===== src/rtl/dma_irq_pkg.sv =====
package dma_irq_pkg;
  localparam int STAT_W   = 17;
  localparam int TX_DONE  = 0;
  localparam int RX_DONE  = 6;
  localparam int BUS_ERR  = 13;
  localparam int EARLY_RX = 14;
  localparam int ABN_SUM  = 15;
  localparam int NORM_SUM = 16;
  localparam int RX_LSB   = 17;
  localparam int ERR_LSB  = 23;

  localparam logic [STAT_W-1:0] NORM_MASK = 17'h04045;
  localparam logic [STAT_W-1:0] ABN_MASK  = 17'h027BA;
  localparam logic [STAT_W-1:0] SRC_MASK  = NORM_MASK | ABN_MASK;

  typedef enum logic [2:0] {
    RX_STOP  = 3'd0,
    RX_FETCH = 3'd1,
    RX_WAIT  = 3'd3,
    RX_SUSP  = 3'd4,
    RX_CLOSE = 3'd5,
    RX_XFER  = 3'd7
  } rx_state_e;
endpackage


===== src/rtl/irq_sticky_bits.sv =====
module irq_sticky_bits #(
  parameter int W = 17
) (
  input  logic         clk_i,
  input  logic         rst_ni,
  input  logic [W-1:0] set_i,
  input  logic [W-1:0] clr_i,
  input  logic [W-1:0] hw_clr_i,
  output logic [W-1:0] stat_o
);
  for (genvar i = 0; i < W; i++) begin : g_bit
    logic q;
    // set has priority over both clears
    always_ff @(posedge clk_i or negedge rst_ni) begin
      if (!rst_ni) q <= 1'b0;
      else         q <= set_i[i] | (q & ~clr_i[i] & ~hw_clr_i[i]);
    end
    assign stat_o[i] = q;


    set_wins_chk: assert property (@(posedge clk_i) disable iff (!rst_ni)
      set_i[i] |=> q);

    hold_chk: assert property (@(posedge clk_i) disable iff (!rst_ni)
      (q && !clr_i[i] && !hw_clr_i[i]) |=> q);

    hw_clr_chk: assert property (@(posedge clk_i) disable iff (!rst_ni)
      (hw_clr_i[i] && !set_i[i]) |=> !q);
  end
endmodule


===== src/rtl/irq_summary.sv =====
module irq_summary
  import dma_irq_pkg::*;
(
  input  logic [STAT_W-1:0] stat_i,
  input  logic [STAT_W-1:0] en_i,
  output logic              norm_o,
  output logic              abn_o
);
  logic [STAT_W-1:0] act;
  assign act    = stat_i & en_i;
  assign norm_o = |(act & NORM_MASK);
  assign abn_o  = |(act & ABN_MASK);
endmodule


===== src/rtl/dma_irq_status.sv =====
module dma_irq_status
  import dma_irq_pkg::*;
#(
  parameter int DATA_W = 32,
  parameter int ERR_W  = 3,
  parameter int RXS_W  = 3
) (
  input  logic              clk_i,
  input  logic              rst_ni,
  input  logic [STAT_W-1:0] evt_i,
  input  logic [ERR_W-1:0]  bus_err_type_i,
  input  logic [RXS_W-1:0]  rx_state_i,
  input  logic              reg_we_i,
  input  logic              reg_addr_i,
  input  logic [STAT_W-1:0] reg_wdata_i,
  output logic [DATA_W-1:0] reg_rdata_o,
  output logic              irq_o,
  output logic              halt_o
);
  localparam logic ADDR_STAT = 1'b0;
  localparam logic ADDR_EN   = 1'b1;

  logic [STAT_W-1:0] set, clr, hw_clr, stat, en_q;
  logic [ERR_W-1:0]  err_q;
  logic [RXS_W-1:0]  rx_q;
  logic              norm, abn;

  assign set = evt_i & SRC_MASK;
  assign clr = (reg_we_i && reg_addr_i == ADDR_STAT) ? (reg_wdata_i & SRC_MASK) : '0;

  always_comb begin
    hw_clr           = '0;
    hw_clr[EARLY_RX] = set[RX_DONE];
  end

  irq_sticky_bits #(.W(STAT_W)) u_bits (
    .clk_i    (clk_i),
    .rst_ni   (rst_ni),
    .set_i    (set),
    .clr_i    (clr),
    .hw_clr_i (hw_clr),
    .stat_o   (stat)
  );

  irq_summary u_sum (
    .stat_i (stat),
    .en_i   (en_q),
    .norm_o (norm),
    .abn_o  (abn)
  );

  always_ff @(posedge clk_i or negedge rst_ni) begin
    if (!rst_ni) begin
      en_q  <= '0;
      err_q <= '0;
      rx_q  <= RXS_W'(RX_STOP);
    end else begin
      if (reg_we_i && reg_addr_i == ADDR_EN) en_q <= reg_wdata_i & SRC_MASK;
      if (set[BUS_ERR]) err_q <= bus_err_type_i;
      rx_q <= rx_state_i;
    end
  end

  always_comb begin
    reg_rdata_o = '0;
    if (reg_addr_i == ADDR_EN) begin
      reg_rdata_o[STAT_W-1:0] = en_q;
    end else begin
      reg_rdata_o[STAT_W-1:0]             = stat & SRC_MASK;
      reg_rdata_o[ABN_SUM]                = abn;
      reg_rdata_o[NORM_SUM]               = norm;
      reg_rdata_o[RX_LSB +: RXS_W]        = rx_q;
      reg_rdata_o[ERR_LSB +: ERR_W]       = err_q;
    end
  end

  assign irq_o  = norm | abn;
  assign halt_o = stat[BUS_ERR];


  halt_rise_chk: assert property (@(posedge clk_i) disable iff (!rst_ni)
    $rose(halt_o) |-> $past(evt_i[BUS_ERR]));

  err_latch_chk: assert property (@(posedge clk_i) disable iff (!rst_ni)
    evt_i[BUS_ERR] |=> err_q == $past(bus_err_type_i));

  no_en_quiet_chk: assert property (@(posedge clk_i) disable iff (!rst_ni)
    (en_q == '0) |-> !irq_o);

  rx_track_chk: assert property (@(posedge clk_i) disable iff (!rst_ni)
    rx_state_i == RXS_W'(RX_XFER) |=> rx_q == RXS_W'(RX_XFER));
endmodule


===== config.mk =====
export PLATFORM = sky130hd
export DESIGN_NAME = dma_irq_status
export DESIGN_NICKNAME = d
export VERILOG_FILES = /design/src/rtl/dma_irq_pkg.sv /design/src/rtl/irq_sticky_bits.sv /design/src/rtl/irq_summary.sv /design/src/rtl/dma_irq_status.sv
export SDC_FILE = /design/constraint.sdc
export NUM_CORES = 1
export LEC_CHECK = 0
export BUFFER_PORTS_ARGS = -buffer_cell sky130_fd_sc_hd__buf_2
export CAP_MARGIN = 30
export CORE_ASPECT_RATIO = 0.9
export CORE_MARGIN = 2
export CORE_UTILIZATION = 26
export DETAILED_ROUTE_END_ITERATION = 10
export PLACE_DENSITY = 0.57
export SYNTH_ARGS = -nofsm -noshare
export SYNTH_HDL_FRONTEND = slang
export SYNTH_SLANG_ARGS = --single-unit

===== constraint.sdc =====
create_clock -name clk_i -period 1.3 [get_ports clk_i]
set_clock_uncertainty 0.05 [all_clocks]
set_input_delay 0.065 -clock clk_i [delete_from_list [all_inputs] [get_ports clk_i]]
set_output_delay 0.065 -clock clk_i [all_outputs]
set_load 0.01 [all_outputs]

==> impl_metrics.toml <==
[outcome]
outcome = "complete, but fails checks"
violations = "negative setup slack"

[worst_setup_path]
endpoint_kind = "output pin"
startpoint_type = "flop"
cp.required_ns = 1.19
rr_startpoint = "u_bits.g_bit[2].q"
criticalPathCategory = "reg2out"
r2r_cells = 3
regToRegEndpoint = "u_bits.g_bit[2].q"
critPathMaxFanout = 2
crit_path_start = "u_bits.g_bit[2].q"
reg2reg_slack_ns = 0.36
critPathArrivalTime_ns = 1.39

[global_routing]
antenna_found_initial = 0
grt_pass1_wl_um = 6417
grt_overflow = 0
grt_max_degree = 19
grtUsageTotal = 0.1278
grt_pass1_vias = 1330

[floorplanning]
io_pins = 78
chipHeight_um = 76.12
num_rows = 26
start_util = 0.2670
die_w_um = 84.14
core_area_sq_um = 5628
dieArea_sq_um = 6404

[placement]
place_congestion = 0.7515
post-dp-hpwl_um = 2634
port_buffers = 58
place_area_sq_um = 1923

[power]
switching_share = 0.2642
switchingPower_mw = 0.6548
seq_power_share = 0.468
irDropWorstVdd_v = 0.0004390
pwr-share-comb = 0.247
power.leakage_nw = 1.096
p_clk_frac = 0.285
power_density_nw_per_um2 = 1023
internal_power_mw = 1.824

[clock_tree]
cts-buffers-inserted = 5
cts_root_buffer = "clkbuf_8"
insertion_delay_ns = 0.27
numClockSinks = 32
cts.path.max_buffers = 2
path_clk_slew_ns = 0.06
cts_tree = "done"
h-tree-depth = 2

[routing]
wl_per_cell_um = 12.80
vias_per_cell = 4.262
drtIter0Drc = 26
wirelength_um = 3813
dr.pass1.iters = 4
vias = 1270
ant_nets = 0
drc = 0

[yosys]
ys_ff_latch = 32
ys.flop_type = "dfrtp_1"
ys_seq_area_frac = 0.5329
synth.distinct_cells = 18
synth_top_cell_area_share = 0.5329
synth_area_leaders = "dfrtp_1, mux2_2, a21o_1"
yosys_warnings = 0
synthCells = 122
async_flop_share = 1.000
synth_edf_count = 0
yosysTopAreaCell = "dfrtp_1"
syn_area_sq_um = 1503
syn_area_per_cell_sq_um = 12.32

[cells_and_area]
drive_gt1_frac = 0.5000
antenna_cells = 0
area_growth_pct = 61.20
post-route-util = 0.4304
finalNetCount = 272
fin_area_sq_um = 2422
fillCellCount = 556

[sta]
worst_slack_ns = -0.2001
max_clock_freq_mhz = 666.6
rsz0062_at_grt = "true"
fin_crit_ns = 1.500
final_hold_viol_count = 0
slew_viol_final = 0
setup_violations = 5
setup_tns_ns = -0.6627
fin_crit_sh = 1.154

[hold_path]
min-delay-path-class = "in2async"

[job]
drv_cap = 0
power by group through the flow:
stage	logic, mW	clock network (mW)	registers (mW)
floorplan	0.284	0	1.15
global placement	0.482	0	1.17
detailed placement	0.488	0	1.17
CTS	0.615	0.744	1.16
global route	0.673	0.786	1.17
finish	0.613	0.706	1.16
registers in the layout, indices dropped and copies added, names as in the netlist:
register and count:
u_bits.g_bit.q 13, err_q 3, rx_q 3, en_q 13
cells in the final DEF, fill, tap and decap left out, drive strengths merged:
master,count
nor2,1
conb,11
nand2,14
a31o,1
a221oi,1
dlygate4sd3,33
dfrtp,32
nand3,1
a21oi,1
clkbuf,6
mux2,29
a222oi,1
a21o,12
a22o,1
inv,1
clkinv,1
a22oi,3
nor2b,7
buf,71
and3,1
worst max-delay path by stage:
| stage | end | slack (ns) | depth (start not counted) |
|---|---|---|---|
| 2_1_floorplan | irq_o | 0.19 | 3 |
| 3_3_place_gp | irq_o | -0.01 | 5 |
| 3_5_place_dp | irq_o | -0.02 | 5 |
| 4_1_cts | irq_o | -0.22 | 5 |
| 5_1_grt | irq_o | -0.29 | 5 |
| 6_report | irq_o | -0.20 | 5 |
area by class of cell:
| class | count | area [sq um] | share of cell area |
|---|---|---|---|
| clock buffer | 6 | 72.57 | 0.02996 |
| clock inverter | 1 | 5.005 | 0.002066 |
| inverter | 1 | 3.754 | 0.001550 |
| multi-input combinational | 84 | 673.1 | 0.2779 |
| sequential | 32 | 800.8 | 0.3306 |
| tap | 70 | 87.58 | 0.03616 |
| timing repair buffer | 104 | 779.5 | 0.3218 |
routing by layer:
layer / up-vias / GRT usage / routed length, um
met5: - / 0 / 0
met4: 0 / 0.04355 / 50
met3: 7 / 0.03250 / 208
met2: 42 / 0.2056 / 1832
met1: 604 / 0.1673 / 1722
li1: 617 / - / -
Yosys cell counts (3+ instances only):
master   instances
buf_4           11
a22oi_1          3
mux2_2          29
buf_2            4
a21o_1          12
dfrtp_1         32
nor2b_1          7
nand2_1         14
through the flow:
| step | instances | total power [mW] | setup slack, ns | hold slack, ns |
|---|---|---|---|---|
| after CTS | 298 | 2.519 | -0.2233 | 0.1845 |
| after global routing | 298 | 2.632 | -0.2897 | 0.2055 |
| after detailed placement | 256 | 1.659 | -0.02139 | -0.04616 |
| after floorplan | 132 | 1.439 | 0.1880 | -0.2806 |
| after global placement | 256 | 1.648 | -0.01446 | -0.04342 |
| final | 298 | 2.478 | -0.2001 | 0.1819 |
timing repair:
item / 4_1_cts / 5_1_grt
setup buffers: 3 / 1
setup endpoints to repair: 6 / 6
pin swaps: 7 / 0
gates resized for setup: 15 / 2
endpoints found under the hold margin: 64 / 0
hold buffers: 33 / 0
critical path, stage by stage (launching register included):
cell and delay [ns]:
dfrtp_1 0.37, a22o_1 0.24, a221oi_2 0.17, buf_4 0.16, nand3_2 0.06, buf_6 0.12
cells by family (layout without fill, tap and decap cells):
logic type | Yosys count | count (layout) | synth area share
flops | 32 | 32 | 0.5329
mux | 29 | 29 | 0.2173
simple gates | 24 | 24 | 0.07410
compound gates | 20 | 20 | 0.1024
buf+inv | 16 | 112 | 0.07077
other cells | 1 | 11 | 0.002496
Power figures use the tool's default switching activity.
